**src/rtl/ifc_pkg.sv**
```systemverilog
package ifc_pkg;
    localparam int REG_W  = 8;
    localparam int PIN_W  = 4;
    localparam int EXT_PIN = 2;
    localparam logic [PIN_W-1:0] CHG_MASK = 4'b1011;

    // control register bit positions
    localparam int B_CHG_F = 0;
    localparam int B_EXT_F = 1;
    localparam int B_TMR_F = 2;
    localparam int B_CHG_E = 3;
    localparam int B_EXT_E = 4;
    localparam int B_TMR_E = 5;
    localparam int B_PER_E = 6;
    localparam int B_GIE   = 7;
    // peripheral registers
    localparam int B_ADC   = 6;
    localparam logic [REG_W-1:0] PER_MASK = 8'h40;

    localparam int NSRC  = 4;
    localparam int SRC_W = $clog2(NSRC);

    typedef enum logic [SRC_W-1:0] {
        SRC_EXT = 0,
        SRC_TMR = 1,
        SRC_CHG = 2,
        SRC_ADC = 3
    } src_e;

    typedef struct packed {
        logic chg;
        logic ext;
        logic tmr;
        logic adc;
    } evt_t;

    // lowest set index wins
    function automatic logic [SRC_W-1:0] first_set(input logic [NSRC-1:0] v);
        logic [SRC_W-1:0] r;
        r = '0;
        for (int i = NSRC - 1; i >= 0; i--) begin
            if (v[i]) r = i[SRC_W-1:0];
        end
        return r;
    endfunction
endpackage

```
**src/rtl/ifc_edge_det.sv**
```systemverilog
module ifc_edge_det
    import ifc_pkg::*;
#(
    parameter int              W    = PIN_W,
    parameter logic [W-1:0]    MASK = CHG_MASK,
    parameter int              EBIT = EXT_PIN
) (
    input  logic         clk,
    input  logic         rst,
    input  logic [W-1:0] pin_in,
    input  logic         rise_sel,
    output logic         chg_evt,
    output logic         ext_evt
);
    logic [W-1:0] prev_q;

    always_ff @(posedge clk) begin
        prev_q <= pin_in;
    end

    logic rise, fall;
    always_comb begin
        rise    = !prev_q[EBIT] && pin_in[EBIT];
        fall    = prev_q[EBIT] && !pin_in[EBIT];
        chg_evt = !rst && (|((pin_in ^ prev_q) & MASK));
        ext_evt = !rst && (rise_sel ? rise : fall);
    end
endmodule

```
**src/rtl/ifc_flag_regs.sv**
```systemverilog
module ifc_flag_regs
    import ifc_pkg::*;
(
    input  logic             clk,
    input  logic             rst,
    input  evt_t             evt,
    input  logic             ctl_we,
    input  logic             pfl_we,
    input  logic             pen_we,
    input  logic [REG_W-1:0] wr_data,
    input  logic             accept,
    input  logic             reti,
    output logic [REG_W-1:0] ctl_q,
    output logic [REG_W-1:0] pfl_q,
    output logic [REG_W-1:0] pen_q
);
    logic [REG_W-1:0] ctl_d, pfl_d, pen_d;

    always_comb begin
        ctl_d = ctl_we ? wr_data : ctl_q;
        ctl_d[B_CHG_F] = ctl_d[B_CHG_F] | evt.chg;
        ctl_d[B_EXT_F] = ctl_d[B_EXT_F] | evt.ext;
        ctl_d[B_TMR_F] = ctl_d[B_TMR_F] | evt.tmr;
        if (reti)   ctl_d[B_GIE] = 1'b1;
        if (accept) ctl_d[B_GIE] = 1'b0;

        pfl_d = pfl_we ? wr_data : pfl_q;
        pfl_d[B_ADC] = pfl_d[B_ADC] | evt.adc;
        pfl_d = pfl_d & PER_MASK;

        pen_d = (pen_we ? wr_data : pen_q) & PER_MASK;
    end

    always_ff @(posedge clk) begin
        if (rst) begin
            ctl_q <= '0;
            pfl_q <= '0;
            pen_q <= '0;
        end else begin
            ctl_q <= ctl_d;
            pfl_q <= pfl_d;
            pen_q <= pen_d;
        end
    end

    AST_ACCEPT_CLEARS_GIE: assert property (@(posedge clk) disable iff (rst)
        accept |=> !ctl_q[B_GIE]);
    AST_RETI_SETS_GIE: assert property (@(posedge clk) disable iff (rst)
        (reti && !accept) |=> ctl_q[B_GIE]);
    AST_TMR_FLAG_STICKY: assert property (@(posedge clk) disable iff (rst)
        (!ctl_we && ctl_q[B_TMR_F]) |=> ctl_q[B_TMR_F]);
    AST_ADC_SETS_FLAG: assert property (@(posedge clk) disable iff (rst)
        evt.adc |=> pfl_q[B_ADC]);
    AST_TMR_SETS_FLAG: assert property (@(posedge clk) disable iff (rst)
        evt.tmr |=> ctl_q[B_TMR_F]);
endmodule

```
**src/rtl/ifc_prio_gate.sv**
```systemverilog
module ifc_prio_gate
    import ifc_pkg::*;
(
    input  logic [REG_W-1:0] ctl_q,
    input  logic             adc_flag,
    input  logic             adc_en,
    output logic             wake,
    output logic             irq_req,
    output logic [SRC_W-1:0] irq_src
);
    logic [NSRC-1:0] pend;

    always_comb begin
        pend          = '0;
        pend[SRC_EXT] = ctl_q[B_EXT_F] && ctl_q[B_EXT_E];
        pend[SRC_TMR] = ctl_q[B_TMR_F] && ctl_q[B_TMR_E];
        pend[SRC_CHG] = ctl_q[B_CHG_F] && ctl_q[B_CHG_E];
        pend[SRC_ADC] = adc_flag && adc_en && ctl_q[B_PER_E];
        wake          = |pend;
        irq_req       = wake && ctl_q[B_GIE];
        irq_src       = first_set(pend);
    end
endmodule

```
**src/rtl/intflag_ctrl.sv**
```systemverilog
module intflag_ctrl
    import ifc_pkg::*;
#(
    parameter int PC_W     = 10,
    parameter int VEC_ADDR = 4
) (
    input  logic             clk,
    input  logic             rst,
    input  logic [3:0]       pin_in,
    input  logic             ext_rise_sel,
    input  logic             tmr_ovf,
    input  logic             adc_done,
    input  logic             ctl_we,
    input  logic             pfl_we,
    input  logic             pen_we,
    input  logic [7:0]       wr_data,
    input  logic             accept,
    input  logic             reti,
    output logic [7:0]       ctl_q,
    output logic [7:0]       pfl_q,
    output logic [7:0]       pen_q,
    output logic             wake,
    output logic             irq_req,
    output logic [1:0]       irq_src,
    output logic [PC_W-1:0]  vec_addr
);
    localparam logic [PC_W-1:0] VEC = PC_W'(VEC_ADDR);

    logic chg_evt, ext_evt;
    evt_t evt;

    ifc_edge_det #(.W(PIN_W), .MASK(CHG_MASK), .EBIT(EXT_PIN)) u_edge (
        .clk      (clk),
        .rst      (rst),
        .pin_in   (pin_in),
        .rise_sel (ext_rise_sel),
        .chg_evt  (chg_evt),
        .ext_evt  (ext_evt)
    );

    always_comb begin
        evt.chg = chg_evt;
        evt.ext = ext_evt;
        evt.tmr = tmr_ovf;
        evt.adc = adc_done;
    end

    ifc_flag_regs u_regs (
        .clk     (clk),
        .rst     (rst),
        .evt     (evt),
        .ctl_we  (ctl_we),
        .pfl_we  (pfl_we),
        .pen_we  (pen_we),
        .wr_data (wr_data),
        .accept  (accept),
        .reti    (reti),
        .ctl_q   (ctl_q),
        .pfl_q   (pfl_q),
        .pen_q   (pen_q)
    );

    ifc_prio_gate u_prio (
        .ctl_q    (ctl_q),
        .adc_flag (pfl_q[B_ADC]),
        .adc_en   (pen_q[B_ADC]),
        .wake     (wake),
        .irq_req  (irq_req),
        .irq_src  (irq_src)
    );

    assign vec_addr = VEC;

    AST_REQ_NEEDS_GIE: assert property (@(posedge clk) disable iff (rst)
        irq_req |-> (ctl_q[B_GIE] && wake));
    AST_EXT_RISE_FLAG: assert property (@(posedge clk) disable iff (rst)
        (ext_rise_sel && !$past(pin_in[EXT_PIN]) && pin_in[EXT_PIN]) |=> ctl_q[B_EXT_F]);
    AST_CHG_FLAG: assert property (@(posedge clk) disable iff (rst)
        (pin_in[3] != $past(pin_in[3])) |=> ctl_q[B_CHG_F]);
    AST_PER_UNUSED_ZERO: assert property (@(posedge clk) disable iff (rst)
        pfl_we |=> ((pfl_q & ~PER_MASK) == '0));
endmodule

```
**config.mk**
```make
export PLATFORM = sky130hd
export DESIGN_NAME = intflag_ctrl
export DESIGN_NICKNAME = d
export VERILOG_FILES = /design/src/rtl/ifc_pkg.sv /design/src/rtl/ifc_edge_det.sv /design/src/rtl/ifc_flag_regs.sv /design/src/rtl/ifc_prio_gate.sv /design/src/rtl/intflag_ctrl.sv
export SDC_FILE = /design/constraint.sdc
export NUM_CORES = 1
export LEC_CHECK = 0
export BUFFER_PORTS_ARGS = -buffer_cell sky130_fd_sc_hd__buf_2
export CAP_MARGIN = 20
export CORE_AREA = 2 2 48 50
export DETAILED_ROUTE_END_ITERATION = 16
export DIE_AREA = 0 0 50 52
export PLACE_DENSITY = 0.86
export SYNTH_ARGS = -nofsm -noshare
export SYNTH_HDL_FRONTEND = slang
export SYNTH_SLANG_ARGS = --single-unit
```
**constraint.sdc**
```tcl
create_clock -name clk -period 1 [get_ports clk]
set_input_delay 0.15 -clock clk [delete_from_list [all_inputs] [get_ports clk]]
set_output_delay 0.15 -clock clk [all_outputs]
set_load 0.05 [all_outputs]
```
# After elaboration in Yosys (flattened, before gate mapping)
# Cells that the tools add are included.
# op_classes
muxes,8
n_mul,0
addsub,0
div_mod_pow,0
n_eq_ne,0
magnitude_cmp,0
reduce_logical,17
n_shift,0
n_bitwise,5
# ops
op,count
$logic_and 1x1->1,10
$mux 2,4
$mux 8,1
$mux 7,1
$or 1x1->1,4
$reduce_or 4->1,1
$xor 4x4->4,1
$logic_not 1->1,3
$reduce_or 3->1,1
$mux 1,2
$reduce_bool 2->1,1
$reduce_or 2->1,1
# totals
wordCells,37
ram_bits,0
rom_bits,0
output_inout_bits,38
register_bits,21
latchBits,0
memories,0
in_bits,22

# Depth between registers and ports, before layout
# depth
word_depth,6
mapped_depth,4
ltp_nobuf,3

# By module
# From an unflattened synthesis, not the netlist that was laid out.
# hier_totals
hier_cells,86
hier_area_um2,783.3
# by_module_without_submodules
module,instances,area_per_inst_um2,seq_area_each_um2,cells_per_inst
ifc_flag_regs,1,494.2,200.2,52
ifc_edge_det,1,133.9,80.1,11
intflag_ctrl,1,82.6,0.0,12
ifc_prio_gate,1,72.6,0.0,11

# Least setup slack after synthesis
# No wires, ideal clock.
# synth_timing
path_type,register to output
startpoint,register u_regs.ctl_q[6]
endpoint,output port irq_req
n_path_buf,0
stages_incl_launch_ff,4
setup_slack_ns,-0.891
required_time_ns,0.850
t_arrival_ns,1.741
cell_sequence,dfxtp_1 a32oi_1 nand2_1 and2_1
# synth_between
elab_chain_len,3
# synth_rtl
item,line_no,text
"start, declared",ifc_flag_regs.sv:13,"output logic [REG_W-1:0] ctl_q,"
"start signal, assigned",ifc_flag_regs.sv:40,ctl_q <= ctl_d;
$logic_and 1x1->1,ifc_prio_gate.sv:18,pend[SRC_ADC] = adc_flag && adc_en && ctl_q[B_PER_E];
$reduce_or 4->1,ifc_prio_gate.sv:19,wake = |pend;
net wake,intflag_ctrl.sv:22,"output logic wake,"
$logic_and 1x1->1,ifc_prio_gate.sv:20,irq_req = wake && ctl_q[B_GIE];
"end, declared",intflag_ctrl.sv:23,"output logic irq_req,"
# The timed path passes the listed nets, and every way through them passes these cells.

# Worst setup path after layout
# layout_timing
startpoint,register u_regs.ctl_q[6]
endpoint,output port irq_req
# layout_between
elab_chain_len,3
# layout_rtl
item,line_no
$logic_and 1x1->1,ifc_prio_gate.sv:18
$reduce_or 4->1,ifc_prio_gate.sv:19
$logic_and 1x1->1,ifc_prio_gate.sv:20
# Every way passes these cells.

==> impl_metrics.py <==
metrics = {
    "clock_network": {
        "cts_root_buf": "clkbuf_4",
        "cts_htree_levels": 1,
        "cts.sinks": 14,
        "cts_buffers": 3,
        "cts_tree": "yes",
        "clk_latency_ns": 0.27,
        "clkSlewWorstSetupHoldPaths_ns": 0.08,
        "clock_path_buffers": 2,
    },
    "synthesis": {
        "synth.avg_cell_area_um2": 9.24,
        "synth_cell_types": 19,
        "synthCells": 81,
        "yosysWarnings": 0,
        "ys_seq_area_share_pct": 37.5,
        "netlist_area_um2": 748,
        "ys_ff_latch": 14,
    },
    "floorplanning": {
        "initial_core_util_pct": 35.5,
        "die-area_mm2": 0.00260,
        "ios": 60,
        "die_y_um": 52,
        "core-area_mm2": 0.00211,
        "fp-row-count": 17,
        "die_width_um": 50,
    },
    "power_and_ir_drop": {
        "peakVddDrop_uv": 807,
        "power.total_mw": 1.66,
        "leakage_nw": 0.604,
        "powerDensity_mw_per_mm2": 1340,
    },
    "detailed_routing": {
        "drc_errors": 0,
        "antenna_left": 0,
        "vias": 652,
        "dr.pass1.iters": 1,
        "wl_mm": 1.65,
        "drt_iter0_markers": 0,
        "drt-wirelength-per-cell_um": 10.4,
        "vias_per_cell": 4.10,
    },
    "worst_setup_path": {
        "arrival_ns": 1.23,
        "critical_path_buf_inv_count": 1,
        "crit_chain": "a32oi_4 -> nand2_4 -> and2_4 -> buf_8",
        "cp.required_ns": 0.85,
        "path_class": "reg -> out",
        "crit_fanout": 2,
        "slowest_stage": "dfxtp_4",
        "cp_slowest_stage_delay_ns": 0.36,
        "rrSetupSlack_ns": 0.03,
        "end_kind": "output port",
        "cp_top_family": "flip-flops",
        "start_kind": "flop",
    },
    "global_route": {
        "grt_use_total_pct": 13.7,
        "gr-total-overflow": 0,
        "grt_pass1_wl_mm": 2.77,
        "antenna_found_initial": 0,
        "first_global_vias": 683,
        "grt_max_degree": 11,
    },
    "final_layout": {
        "final_common_cell": "conb_1",
        "nNetsFinal": 154,
        "area_delta_synth_final_pct": 66.1,
        "final_cell_mix": "conb_1 (24), buf_2 (23), buf_6 (12)",
        "fill_cells": 177,
        "drive_above_1_share_pct": 53.4,
        "n_antenna_cell": 0,
    },
    "status": {
        "status": "complete, but fails checks",
        "failed_checks": "setup timing",
    },
    "run": {
        "timing.max_cap.violations": 0,
    },
    "timing": {
        "fin_skew_ns": 0.000346,
        "rsz0062_at_grt": "true",
        "fin_crit_ns": 1.38,
        "fin_setup_tns_ns": -2.11,
        "fin_hold_ws_ns": 0.0333,
        "hold_violations": 0,
        "finalCritPeriodShare_pct": 138,
        "fin_ws_ns": -0.385,
        "fmax_mhz": 722,
        "slew_viol_final": 0,
        "setup_viol": 14,
    },
    "place": {
        "port-buffer-count": 35,
        "place_worst_setup_slack_ns": -0.168,
        "place.gp.congestion": 0.691,
    },
    "worst_hold_path": {
        "hp-class": "in -> reg",
    },
}
==> sequential cells by signal, indices dropped and copies added, names as in the netlist <==
| register | cells |
|---|---|
| u_regs.pfl_q | 1 |
| u_regs.pen_q | 1 |
| u_regs.ctl_q | 8 |
| u_edge.prev_q | 4 |
==> worst reg2reg max path, cell delays in order, from the launching register on <==
cell and delay, ns:
dfxtp_4 0.36, buf_4 0.13, buf_6 0.11, mux2i_1 0.13
a41oi_1 0.12
==> per-stage QoR <==
step	utilization, %	instances	instance area [µm²]
finish	59.0	159	1240
floorplan	-	103	905
global placement	46.7	148	983
CTS	58.1	158	1220
global route	59.0	159	1240
detailed placement	46.7	148	983
==> per-layer routing <==
metal,routed length [µm],share of wire [%],vias up,global-route usage (%)
met5,0,0,-,0
met4,11,0.67,0,4.17
met3,130,7.9,2,2.59
met2,893,54,40,25.9
met1,611,37,288,15.4
li1,-,-,322,-
==> path summary, 6_finish.rpt <==
path / from / cells after the start / end
worst max-delay path: u_regs.ctl_q[6] / 4 / irq_req
worst min-delay path: accept / 2 / u_regs.ctl_q[7]
worst max register to register: u_regs.ctl_q[0] / 4 / u_regs.ctl_q[0]
worst min register to register: u_edge.prev_q[2] / 2 / u_regs.ctl_q[1]
==> area by class of cell <==
type                    instances  area [µm²]  area share, %
flip-flops and latches         14         315           25.4
clock buffers                   4        36.3           2.92
multi-input cells              61         400           32.2
repair buffers                 52         455           36.7
well taps                      28        35.0           2.82
==> synth_stat cells <==
master | instances | share of area, %
buf_4 | 27 | 27
dfxtp_1 | 14 | 37
mux2i_1 | 7 | 9.4
nor2_1 | 7 | 3.5
nor2b_1 | 4 | 3.3
a211oi_1 | 3 | 3.0
nand2_1 | 3 | 1.5
xnor2_1 | 3 | 3.5
a22oi_1 | 2 | 2.0
conb_1 | 2 | 1.0
a31oi_1 | 1 | 0.84
a32oi_1 | 1 | 1.2
a41oi_1 | 1 | 1.2
and2_1 | 1 | 0.84
clkbuf_1 | 1 | 0.50
nand3b_1 | 1 | 1.0
nand4_1 | 1 | 0.84
nor3_1 | 1 | 0.67
or3b_1 | 1 | 1.2
==> power by group <==
part | internal (mW) | switching, mW
Sequential | 0.587 | 0.0297
Combinational | 0.222 | 0.430
Clock | 0.221 | 0.171
==> cells by family (layout without fill, tap and decap cells) <==
kind of cell / Yosys count / after routing / synth area share [%]
AO/OA/AOI/OAI: 8 / 8 / 8.19
other: 2 / 24 / 1.00
AND/OR/NAND/NOR: 19 / 19 / 12.9
buffers and inverters: 28 / 56 / 27.6
XOR/XNOR: 3 / 3 / 3.51
multiplexers: 7 / 7 / 9.36
flip-flops: 14 / 14 / 37.5
==> timing repair <==
| action | in CTS | in global routing |
|---|---|---|
| setup buffers | 2 | 2 |
| pin swaps | 3 | 3 |
| gates resized for setup | 45 | 4 |
| hold buffers | 4 | 0 |
| hold endpoints to repair | 4 | 0 |
| setup endpoints to repair | 14 | 17 |
Note: power is estimated with default switching activity, not from simulation.
